===== src/rtl/guardPkg.sv =====
package guardPkg;
  localparam int STAT_W = 8;
  localparam int WPEN_BIT = 7;
  localparam int BPHI_BIT = 3;
  localparam int BPLO_BIT = 2;
  localparam int WEL_BIT = 1;
  localparam int WIP_BIT = 0;

  typedef struct packed {
    logic welSet;
    logic welClr;
    logic statusLoad;
  } guardStb_t;
endpackage


===== src/rtl/guardRegs.sv =====
module guardRegs
  import guardPkg::*;
(
  input  logic              clk,
  input  logic              rstN,
  input  guardStb_t         stb,
  input  logic [STAT_W-1:0] loadData,
  input  logic              busyIn,
  output logic              wel,
  output logic              wpen,
  output logic [1:0]        bp,
  output logic [STAT_W-1:0] statusByte
);
  logic unusedDataBits;
  assign unusedDataBits = ^{loadData[6:4], loadData[1:0]};

  always_ff @(posedge clk or negedge rstN) begin
    if (!rstN) begin
      wel <= 1'b0;
    end else if (stb.welClr) begin
      wel <= 1'b0;
    end else if (stb.welSet) begin
      wel <= 1'b1;
    end
  end

  always_ff @(posedge clk or negedge rstN) begin
    if (!rstN) begin
      wpen <= 1'b0;
      bp   <= 2'b00;
    end else if (stb.statusLoad) begin
      wpen <= loadData[WPEN_BIT];
      bp   <= loadData[BPHI_BIT:BPLO_BIT];
    end
  end

  always_comb begin
    statusByte = '0;
    statusByte[WPEN_BIT] = wpen;
    statusByte[BPHI_BIT:BPLO_BIT] = bp;
    statusByte[WEL_BIT] = wel;
    statusByte[WIP_BIT] = busyIn;
  end
endmodule


===== src/rtl/guardCtrl.sv =====
module guardCtrl
  import guardPkg::*;
#(
  parameter int ADDR_W = 11
) (
  input  logic              wel,
  input  logic              wpen,
  input  logic [1:0]        bp,
  input  logic              wpLevel,
  input  logic [ADDR_W-1:0] addrIn,
  input  logic              setLatch,
  input  logic              clearLatch,
  input  logic              statusWrStrobe,
  input  logic              arrayWrStrobe,
  output logic              arrayOk,
  output logic              statusOk,
  output guardStb_t         stb
);
  localparam logic [ADDR_W-1:0] HALF_BASE = ADDR_W'(1) << (ADDR_W - 1);
  localparam logic [ADDR_W-1:0] QTR_BASE  = HALF_BASE | (ADDR_W'(1) << (ADDR_W - 2));

  logic [ADDR_W-1:0] fenceBase;
  logic              fenceOn;
  logic              inFence;
  logic              pinLock;
  logic              commit;

  always_comb begin
    case (bp)
      2'b01:   begin fenceOn = 1'b1; fenceBase = QTR_BASE;  end
      2'b10:   begin fenceOn = 1'b1; fenceBase = HALF_BASE; end
      2'b11:   begin fenceOn = 1'b1; fenceBase = '0;        end
      default: begin fenceOn = 1'b0; fenceBase = '0;        end
    endcase
  end

  assign inFence  = fenceOn && (addrIn >= fenceBase);
  assign pinLock  = wpen && !wpLevel;
  assign arrayOk  = wel && !inFence;
  assign statusOk = wel && !pinLock;
  assign commit   = (arrayWrStrobe && arrayOk) || (statusWrStrobe && statusOk);

  always_comb begin
    stb.welSet     = setLatch;
    stb.welClr     = clearLatch || commit;
    stb.statusLoad = statusWrStrobe && statusOk;
  end
endmodule


===== src/rtl/statusWriteGuard.sv =====
module statusWriteGuard
  import guardPkg::*;
#(
  parameter int ADDR_W = 11
) (
  input  logic              clk,
  input  logic              rstN,
  input  logic              busyIn,
  input  logic              wpLevel,
  input  logic [ADDR_W-1:0] addrIn,
  input  logic              setLatch,
  input  logic              clearLatch,
  input  logic              statusWrStrobe,
  input  logic [7:0]        statusWrData,
  input  logic              arrayWrStrobe,
  output logic              arrayWrOk,
  output logic              statusWrOk,
  output logic [7:0]        statusByte
);
  guardStb_t  stb;
  logic       wel;
  logic       wpen;
  logic [1:0] bp;

  guardCtrl #(.ADDR_W(ADDR_W)) uCtrl (
    .wel(wel), .wpen(wpen), .bp(bp), .wpLevel(wpLevel), .addrIn(addrIn),
    .setLatch(setLatch), .clearLatch(clearLatch),
    .statusWrStrobe(statusWrStrobe), .arrayWrStrobe(arrayWrStrobe),
    .arrayOk(arrayWrOk), .statusOk(statusWrOk), .stb(stb)
  );

  guardRegs uRegs (
    .clk(clk), .rstN(rstN), .stb(stb), .loadData(statusWrData),
    .busyIn(busyIn), .wel(wel), .wpen(wpen), .bp(bp), .statusByte(statusByte)
  );
endmodule


===== config.mk =====
export PLATFORM = sky130hd
export DESIGN_NAME = statusWriteGuard
export DESIGN_NICKNAME = d
export VERILOG_FILES = /design/src/rtl/guardPkg.sv /design/src/rtl/guardRegs.sv /design/src/rtl/guardCtrl.sv /design/src/rtl/statusWriteGuard.sv
export SDC_FILE = /design/constraint.sdc
export NUM_CORES = 1
export LEC_CHECK = 0
export BUFFER_PORTS_ARGS = -buffer_cell sky130_fd_sc_hd__buf_4
export CAP_MARGIN = 20
export CORE_AREA = 2 2 39 41
export DETAILED_ROUTE_END_ITERATION = 16
export DIE_AREA = 0 0 41 43
export RECOVER_POWER = 50
export SLEW_MARGIN = 20
export SYNTH_ARGS = -nofsm -noshare
export SYNTH_HDL_FRONTEND = slang
export SYNTH_SLANG_ARGS = --single-unit

===== constraint.sdc =====
create_clock -name clk -period 2.7 [get_ports clk]
set_input_delay 0.135 -clock clk [delete_from_list [all_inputs] [get_ports clk]]
set_output_delay 0.135 -clock clk [all_outputs]
set_load 0.005 [all_outputs]

==> results.toml <==
[outcome]
status = "finished, final reports clean"

[floorplanning]
die_area_sq_mm = 0.001763
start_util_pct = 26.67
die_w_um = 41
die_y_um = 43
num_rows = 14
io_pins = 37
core-area_sq_mm = 0.001384

[clock_tree]
cts_tree = "yes"
h-tree-depth = 1
cts_buffers = 3
clock_sinks = 4
clk_latency_ns = 0.23
clk_pin_slew_ns = 0.03
cts-resized-gates = 0
clock_path_buffers = 2
root_buffer = "clkbuf_4"

[cells_and_area]
regArea_sq_um = 100.1
diodes = 0
area.growth.synth_to_final_pct = 55.93
fin_cells = 79
drive_gt1_share_pct = 52.38
fillerInstances = 147
post-route-util_pct = 41.59
multi_input_area_sq_um = 209.0
nNetsFinal = 96

[synth]
seq_area_frac_synth_pct = 27.12
yosys.area.top_type_share_pct = 27.12
synth.avg_cell_area_sq_um = 9.976
synthFlopType = "dfrtp_1"
ys_types = 17
synth-edff-count = 0
synth_common_cells = "6 x buf_4, 6 x inv_1, 4 x dfrtp_1, 4 x ha_1, 3 x mux2_4"
ys_ff_latch = 4
async_reset_ff_share_pct = 100.0
yosys.area.top_type = "dfrtp_1"
synth_cells = 37
netlist_area_sq_um = 369.1
ys_warn_count = 0
synth.area.top_cells = "dfrtp_1 27%, ha_1 14%, buf_4 12%, mux2_4 12%, inv_1 6.1%"

[route]
avgViaCountPerCell = 4.127
ant_nets = 0
wire_per_inst_um = 9.215
via_count = 326
drtIter0Drc = 6
firstDrtPassIters = 4
drc = 0
routed_wl_um = 728

[sta]
slew_violations = 0
rsz0062_at_grt = "false"
holdWs_ns = 0.1353
period_needed_ns = 2.073
setup_viol = 0
finalCritPeriodShare_pct = 76.77
finalSetupTns_ns = 0
finalHoldViolCount = 0
clock_skew_ns = 0.002053
fmax_mhz = 482.5

[placement]
place_hpwl_um = 633.2
io_buffers = 26
globalplace.congestion = 0.6494
placedCellCount = 75

[worst_setup_path]
end_kind = "primary output"
crit_type = "flip-flop to primary output"
crit_buf_inv = 3
start_kind = "flip-flop"
slowest_delay_ns = 0.39
regToRegStartpoint = "uRegs.bp[0]"
path_cells = "inv_1, ha_1, inv_1, ha_1, nor4b_1, nand3_1, nand4b_1, nand2_1, buf_4"
critical-path-top-delay-family = "adder cells"
ff2ff_setup_slack_ns = 0.98
crit_path_start = "uRegs.bp[0]"
critPathRequiredTime_ns = 2.57
arrival_ns = 1.94
slowest_stage = "dfrtp_1"
cp_max_fo = 4

[grt]
grt_pass1_vias = 299
grt_usage_pct = 9.577
grt_overflow = 0
grt_pass1_wl_um = 1138
antenna_found_initial = 0
grt_max_degree = 7

[power]
total_power_uw = 408.2
pwr_density_cell_mw_per_mm2 = 709.2
max-vdd-ir-drop_mv = 0.4997
leakage_uw = 0.0003305

[job]
max_cap_violations = 0

[hold_path]
hold_class = "input port to flip-flop"
min_from = "statusWrData[3]"
==> report_power, final <==
group,leakage [uW],switching [uW],internal (uW)
combinational,0.000268,77.9,143
clock,0.0000138,22.4,49.6
sequential,0.0000483,29.3,86.4
total,0.000330,130,279
==> flip-flops by register name, summed over array words and instances, names as in the netlist <==
signal	count
uRegs.wel	1
uRegs.wpen	1
uRegs.bp	2
==> worst reg2reg max path, cell delays in order, from the launching register on <==
cell	delay, ns
dfrtp_1	0.39
inv_1	0.06
ha_1	0.27
inv_1	0.04
ha_1	0.28
nor4b_1	0.23
nand3_1	0.12
nand4b_1	0.13
o211a_1	0.14
==> what timing repair did <==
item	in CTS	in global routing
setup endpoints to repair	0	0
hold buffers	1	0
setup buffers	0	0
hold endpoints to repair	4	0
==> metrics by stage <==
stage               area [sq um]  setup WS (ns)
floorplan                  376.6          1.068
global placement           546.8         0.8309
detailed placement         546.8         0.8369
CTS                        579.3         0.5863
global route               575.6         0.4431
finish                     575.6         0.6273
==> logic make-up (layout without fill, tap and decap cells) <==
| family | after synthesis | in the layout | synth area share [%] |
|---|---|---|---|
| buffers and inverters | 12 | 36 | 18.30 |
| AND/OR/NAND/NOR | 10 | 10 | 17.63 |
| adder cells (fa/ha/maj) | 4 | 4 | 13.56 |
| flip-flops | 4 | 4 | 27.12 |
| AO/OA/AOI/OAI | 3 | 3 | 10.17 |
| multiplexers | 3 | 3 | 12.20 |
| other | 1 | 3 | 1.016 |
==> path summary, 6_finish.rpt <==
check                               to  cells past startpoint
max                          arrayWrOk                      9
min                        uRegs.bp[1]                      2
max reg2reg                  uRegs.wel                      8
min reg2reg                uRegs.bp[1]                      1
max in group asynchronous  uRegs.bp[0]                      2
min in group asynchronous   uRegs.wpen                      2
==> routing by layer <==
layer | wire length [um] | share of wire, % | vias to the layer above | track usage, %
met5 | 0 | 0 | - | 0
met4 | 0 | 0 | 0 | 0
met3 | 72 | 9.9 | 0 | 6.806
met2 | 329 | 45 | 15 | 12.50
met1 | 326 | 45 | 143 | 13.68
li1 | - | - | 168 | -
==> layout make-up <==
cell class / instances / share of cell area (%)
flip-flops and latches: 4 / 17.39
clock buffers: 3 / 3.913
well taps: 16 / 3.478
multi-input cells: 23 / 36.30
repair buffers: 27 / 35.00
inverters: 6 / 3.913
==> cells in the final DEF (no fill, tap or decap) <==
master	n
inv_1	6
nand3_1	1
nand4b_1	1
nand2b_1	1
clkbuf_1	1
mux2_4	3
nor2_1	1
nor4b_1	2
buf_4	23
dlygate4sd3_1	1
nor3_1	1
nand2_4	1
a21boi_4	1
o211a_1	1
clkbuf_4	5
dfrtp_1	4
ha_1	4
nand2_1	2
conb_1	3
a311oi_1	1
No activity file was read; power rests on OpenSTA's default activity.
